`src/rtl/gpio_arb_pkg.sv`:
```
package gpio_arb_pkg;
  localparam int ADDR_W = 3;

  typedef enum logic [ADDR_W-1:0] {
    A_DATA  = 3'd0,
    A_DIR   = 3'd1,
    A_PIN   = 3'd2,
    A_IEN   = 3'd3,
    A_IFLAG = 3'd4
  } reg_addr_e;

  typedef enum logic [1:0] {
    SRC_GPIO = 2'd0,
    SRC_SER  = 2'd1,
    SRC_TMR  = 2'd2,
    SRC_PWM  = 2'd3
  } pin_src_e;
endpackage

```
`src/rtl/gpio_in_sync.sv`:
```
module gpio_in_sync #(
  parameter int WIDTH  = 8,
  parameter int STAGES = 2
) (
  input  logic             clk,
  input  logic [WIDTH-1:0] raw_i,
  output logic [WIDTH-1:0] sync_o
);
  logic [WIDTH-1:0] stage_q [STAGES];

  always_ff @(posedge clk) begin
    stage_q[0] <= raw_i;
  end

  for (genvar s = 1; s < STAGES; s++) begin : g_stage
    always_ff @(posedge clk) begin
      stage_q[s] <= stage_q[s-1];
    end
  end

  assign sync_o = stage_q[STAGES-1];
endmodule

```
`src/rtl/gpio_pin_owner.sv`:
```
module gpio_pin_owner
  import gpio_arb_pkg::*;
#(
  parameter bit HAS_SER = 1'b0
) (
  input  logic pwm_en_i,
  input  logic pwm_dat_i,
  input  logic tmr_en_i,
  input  logic tmr_dat_i,
  input  logic ser_en_i,
  input  logic ser_dat_i,
  input  logic dir_i,
  input  logic latch_i,
  output logic out_o,
  output logic oe_o
);
  pin_src_e src;
  logic     ser_req;

  if (HAS_SER) begin : g_ser
    assign ser_req = ser_en_i;
  end else begin : g_noser
    logic unused_ser;
    assign unused_ser = ser_en_i ^ ser_dat_i;
    assign ser_req    = 1'b0;
  end

  always_comb begin
    if (pwm_en_i)      src = SRC_PWM;
    else if (tmr_en_i) src = SRC_TMR;
    else if (ser_req)  src = SRC_SER;
    else               src = SRC_GPIO;
  end

  always_comb begin
    unique case (src)
      SRC_PWM: begin out_o = pwm_dat_i; oe_o = 1'b1;  end
      SRC_TMR: begin out_o = tmr_dat_i; oe_o = 1'b1;  end
      SRC_SER: begin out_o = ser_dat_i; oe_o = 1'b1;  end
      default: begin out_o = latch_i;   oe_o = dir_i; end
    endcase
  end
endmodule

```
`src/rtl/gpio_edge_irq.sv`:
```
module gpio_edge_irq #(
  parameter int WIDTH = 8
) (
  input  logic             clk,
  input  logic             rst,
  input  logic [WIDTH-1:0] level_i,
  input  logic [WIDTH-1:0] ien_i,
  input  logic [WIDTH-1:0] clr_i,
  output logic [WIDTH-1:0] flag_o,
  output logic             irq_o
);
  logic [WIDTH-1:0] prev_q;
  logic [WIDTH-1:0] flag_q;
  logic [WIDTH-1:0] rise;

  always_ff @(posedge clk) begin
    prev_q <= level_i;
  end

  assign rise = level_i & ~prev_q & ien_i;

  always_ff @(posedge clk) begin
    if (rst) begin
      flag_q <= '0;
      irq_o  <= 1'b0;
    end else begin
      flag_q <= (flag_q & ~clr_i) | rise;
      irq_o  <= |(flag_q & ien_i);
    end
  end

  assign flag_o = flag_q;
endmodule

```
`src/rtl/gpio_port_arb.sv`:
```
module gpio_port_arb
  import gpio_arb_pkg::*;
#(
  parameter int WIDTH       = 8,
  parameter int SER_PIN     = 1,
  parameter int SYNC_STAGES = 2
) (
  input  logic                clk,
  input  logic                rst,
  input  logic                bus_wr,
  input  logic [ADDR_W-1:0]   bus_addr,
  input  logic [WIDTH-1:0]    bus_wdata,
  output logic [WIDTH-1:0]    bus_rdata,
  input  logic [WIDTH-1:0]    pin_in,
  input  logic [WIDTH-1:0]    pwm_en,
  input  logic [WIDTH-1:0]    pwm_dat,
  input  logic [WIDTH-1:0]    tmr_en,
  input  logic [WIDTH-1:0]    tmr_dat,
  input  logic                ser_en,
  input  logic                ser_dat,
  output logic [WIDTH-1:0]    pin_out,
  output logic [WIDTH-1:0]    pin_oe,
  output logic                irq
);
  logic [WIDTH-1:0] latch_q, dir_q, ien_q;
  logic [WIDTH-1:0] sync_lvl, iflag, clr_mask;
  logic [WIDTH-1:0] out_c, oe_c;
  logic [WIDTH-1:0] rd_c;

  gpio_in_sync #(.WIDTH(WIDTH), .STAGES(SYNC_STAGES)) sync_i (
    .clk(clk), .raw_i(pin_in), .sync_o(sync_lvl)
  );

  always_ff @(posedge clk) begin
    if (rst) begin
      latch_q <= '0;
      dir_q   <= '0;
      ien_q   <= '0;
    end else if (bus_wr) begin
      case (bus_addr)
        A_DATA:  latch_q <= bus_wdata;
        A_DIR:   dir_q   <= bus_wdata;
        A_IEN:   ien_q   <= bus_wdata;
        default: ;
      endcase
    end
  end

  assign clr_mask = (bus_wr && bus_addr == A_IFLAG) ? bus_wdata : '0;

  gpio_edge_irq #(.WIDTH(WIDTH)) irq_i (
    .clk(clk), .rst(rst), .level_i(sync_lvl), .ien_i(ien_q),
    .clr_i(clr_mask), .flag_o(iflag), .irq_o(irq)
  );

  for (genvar i = 0; i < WIDTH; i++) begin : g_pin
    gpio_pin_owner #(.HAS_SER(i == SER_PIN)) own_i (
      .pwm_en_i(pwm_en[i]), .pwm_dat_i(pwm_dat[i]),
      .tmr_en_i(tmr_en[i]), .tmr_dat_i(tmr_dat[i]),
      .ser_en_i(ser_en),    .ser_dat_i(ser_dat),
      .dir_i(dir_q[i]),     .latch_i(latch_q[i]),
      .out_o(out_c[i]),     .oe_o(oe_c[i])
    );
  end

  always_ff @(posedge clk) begin
    if (rst) begin
      pin_out <= '0;
      pin_oe  <= '0;
    end else begin
      pin_out <= out_c;
      pin_oe  <= oe_c;
    end
  end

  always_comb begin
    case (bus_addr)
      A_DATA:  rd_c = (latch_q & dir_q) | (sync_lvl & ~dir_q);
      A_DIR:   rd_c = dir_q;
      A_PIN:   rd_c = sync_lvl;
      A_IEN:   rd_c = ien_q;
      A_IFLAG: rd_c = iflag;
      default: rd_c = '0;
    endcase
  end

  always_ff @(posedge clk) begin
    bus_rdata <= rd_c;
  end
endmodule

```
`config.mk`:
```
export PLATFORM = sky130hd
export DESIGN_NAME = gpio_port_arb
export DESIGN_NICKNAME = d
export VERILOG_FILES = /design/src/rtl/gpio_arb_pkg.sv /design/src/rtl/gpio_in_sync.sv /design/src/rtl/gpio_pin_owner.sv /design/src/rtl/gpio_edge_irq.sv /design/src/rtl/gpio_port_arb.sv
export SDC_FILE = /design/constraint.sdc
export NUM_CORES = 1
export LEC_CHECK = 0
export ABC_AREA = 1
export BUFFER_PORTS_ARGS = -buffer_cell sky130_fd_sc_hd__buf_2
export CORE_ASPECT_RATIO = 0.9
export CORE_MARGIN = 2
export CORE_UTILIZATION = 35
export CTS_CLUSTER_SIZE = 20
export DETAILED_ROUTE_END_ITERATION = 8
export PLACE_DENSITY = 0.6
export SYNTH_ARGS = -nofsm -noshare
export SYNTH_HDL_FRONTEND = slang
export SYNTH_SLANG_ARGS = --single-unit
```
`constraint.sdc`:
```
create_clock -name clk -period 2.44 [get_ports clk]
set_clock_uncertainty 0.2 [all_clocks]
set_input_delay 0.61 -clock clk [delete_from_list [all_inputs] [get_ports clk]]
set_output_delay 0.61 -clock clk [all_outputs]
set_load 0.01 [all_outputs]
```
==> summary.md <==
### Place
• GPL Wtd Cong: 0.848
• HPWL reported at the end of detailed placement: 5520 um
• quantity of I/O buffers inserted on ports: 80

### Timing
• setup violators final: 0
• setup repair after global routing missed its margin: false
• smallest hold slack: 0.130 ns
• number of hold-slack violations in the final timing report: 0
• worst max-slew margin expressed relative to the limit: 69.1%
• FMAX: 0.591 GHz
• final period demand of the worst path: 1.69 ns
• max-slew violations: 0
• final worst path period share: 69.3%
• Setup TNS Final: 0 ns
• Worst Tran Pin Value: 0.461 ns

### Cells and area
• net count reported at finish: 522
• antenna diode count: 0
• share of layout cells above drive strength 1: 22.6%
• Sequential cell area: 1620 um^2
• area added between synthesis and finish: 23.7%
• area taken by multi-input logic gates: 1200 um^2
• number of fill cells: 885

### Floorplanning
• number of top-level pins: 81
• full die area: 9400 um^2
• Die W: 102 um
• floorplan row count: 32
• Initial Utilization: 35.6%
• area of the placeable core: 8490 um^2
• Die Span Y: 92.2 um

### Run status
• outcome: complete, no violations

### Setup path
• Register-to-Register Setup Slack: 1.32 ns
• critical path, cell by cell: buf_2
• maximum fanout along the worst path: 1
• buffers plus inverters on the worst setup path: 1
• crit path to: bus_rdata[0]
• reg2reg end: bus_rdata[6]
• maximum single-stage delay on the critical path: 0.38 ns
• beginning of the critical path: bus_rdata[0]
• crit path max-delay cell type: dfxtp_1
• startpoint of the worst register-to-register path: dir_q[6]
• required arrival time at the worst endpoint: 1.63 ns
• Crit. path cell count: 1
• nature of the critical path startpoint: flip-flop
• R2R cell count: 4
• category of the worst setup path capture point: output pin
• Worst EP arrival: 0.88 ns
• CP Class: reg -> out
• largest delay contributor family on the critical path: flip-flops

### Pwr
• power share of the sequential group: 52.3%
• Worst IR Drop VDD: 0.364 mV
• Clk pwr share: 39.6%
• net switching power: 0.623 mW
• leakage power total: 1.63 nW
• fraction of power consumed by combinational cells: 8.0%
• switching power share of the total: 23.2%
• areal power density over the cells: 718 nW/um^2
• internal power contribution: 2.06 mW

### Global routing
• first-pass GRT wire length: 11200 um
• Overall Global Routing Usage: 15.6%
• Congestion Overflow GR: 0
• maximum number of pins on one net before global-route repair: 27
• number of global-route vias before repair: 2393
• initial antenna violation count: 0

### Yosys
• dominant cell type by area after synthesis: dfxtp_1
• leading post-synthesis cells by cell area: dfxtp_1 (54%), nand2_1 (14%), nor2_1 (5.3%), a21oi_1 (5.3%), nand3b_1 (4.0%)
• top cell type's share of synthesized area: 53.6%
• number of synthesized register bits: 81
• total of warnings raised by yosys: 0
• leading post-synthesis cells by instance count: nand2_1 (110), dfxtp_1 (81), nor2_1 (43), a21oi_1 (32), inv_1 (31)
• most used standard cell by instance count after synthesis: nand2_1
• number of distinct standard cells referenced by the synthesized netlist: 22
• cell area after synthesis: 3030 um^2
• Avg Inst Size Synth: 7.90 um^2
• post-synthesis sequential area ratio: 53.6%
• number of instances in the synthesized netlist: 383
• Synth Flop Type: dfxtp_1
• Synthesized Nets: 439
• Async SR Flop Fraction: 0%
• EDFF count, synth: 0

### Route
• total wirelength of the detailed-routed design: 7250 um
• routed via count: 2611
• vias per inst: 4.43
• WL/cell: 12.3 um
• DR DRC count: 0
• number of DRC markers in iteration 0: 110
• Initial DRT Pass Iterations: 4
• Routed Antenna Nets: 0

### Clock network
• Num CTS Buffers: 9
• Post-CTS Setup Bufs: 0
• post-CTS resize count: 0
• clock-pin slew reported for the worst setup and hold paths after clock tree synthesis: 0.08 ns
• latest clock arrival within the worst-skew pair: 0.35 ns
• H-tree depth: 3
• worst-case clock buffer depth: 2
• clock sink count: 81
• TritonCTS clock tree: yes
• hold buffer count at cts: 0
• master cell of the clock root buffer: clkbuf_8

### Run
• count of max-cap constraint violations: 0

### Min path
• path class of the lowest-slack min-delay path: reg -> reg

==> final cells by class <==
class,instances,area share (%)
Clock inverter,5,2.14
Inverter,36,3.65
Tap cell,119,3.98
Sequential cell,81,43.3
Timing Repair Buffer,82,11.1
Clock buffer,10,3.68
Multi-Input combinational cell,256,32.1
==> routing by layer <==
metal | global-route usage, % | share of wire (%) | vias to the layer above
li1 | - | - | 1398
met1 | 20.6 | 50 | 1131
met2 | 24.5 | 43 | 77
met3 | 4.42 | 5.5 | 5
met4 | 5.00 | 0.90 | 0
met5 | 0 | 0 | -
==> state kept, by name (all words and copies together), names as in the netlist <==
register / count
irq_i.irq_o: 1
pin_oe: 8
bus_rdata: 8
sync_i.stage_q: 16
dir_q: 8
irq_i.prev_q: 8
irq_i.flag_o: 8
latch_q: 8
ien_q: 8
pin_out: 8
==> through the flow <==
stage	util, %	setup WS, ns	cells	instance area (um^2)	power, mW
2_1_floorplan	-	0.815	383	3030	1.54
3_3_place_gp	41.5	0.491	574	3520	1.65
3_5_place_dp	41.5	0.432	574	3520	1.65
4_1_cts	44.1	0.731	589	3740	2.71
5_1_grt	44.1	0.636	589	3740	2.79
6_report	44.1	0.749	589	3740	2.68
==> placed cells by master (no fill, tap or decap) <==
cell and instances:
clkinv_2 2, nand4_4 1, nand2_2 1, clkinv_1 2, a31oi_1 7, nand2_1 110
inv_1 31, dfxtp_1 81, nand2_4 1, clkbuf_8 10, a21oi_1 32, buf_2 80
nand3b_1 16, nand4_1 11, nor2_1 43, nand3_4 1, buf_4 2, bufinv_16 2
o21ai_0 18, inv_2 2, nand3_1 13, clkinvlp_4 2, nor2_4 2
==> power groups by stage <==
stage               sequential (mW)  combinational (mW)  clock, mW
floorplan                      1.44               0.104          0
global placement               1.44               0.211          0
detailed placement             1.44               0.217          0
CTS                            1.40               0.218       1.09
global route                   1.41               0.241       1.14
finish                         1.40               0.216       1.06
==> logic make-up (layout without fill, tap and decap cells) <==
kind of cell,Yosys count,count (layout),synth area share [%]
and+or+nand+nor,199,199,30.0
buffers and inverters,46,133,6.70
DFF,81,81,53.6
AOI/OAI and AO/OA,57,57,9.72
==> worst min path at each step <==
| stage | slack [ns] | depth (start not counted) | end | start |
|---|---|---|---|---|
| floorplan | 0.11 | 0 | sync_i.stage_q[0][10] | sync_i.stage_q[0][2] |
| global placement | 0.11 | 0 | sync_i.stage_q[0][11] | sync_i.stage_q[0][3] |
| detailed placement | 0.11 | 0 | sync_i.stage_q[0][10] | sync_i.stage_q[0][2] |
| CTS | 0.13 | 0 | sync_i.stage_q[0][10] | sync_i.stage_q[0][2] |
| global route | 0.13 | 1 | sync_i.stage_q[0][0] | pin_in[0] |
| finish | 0.13 | 0 | sync_i.stage_q[0][9] | sync_i.stage_q[0][1] |
No activity file was read; power rests on OpenSTA's default activity.
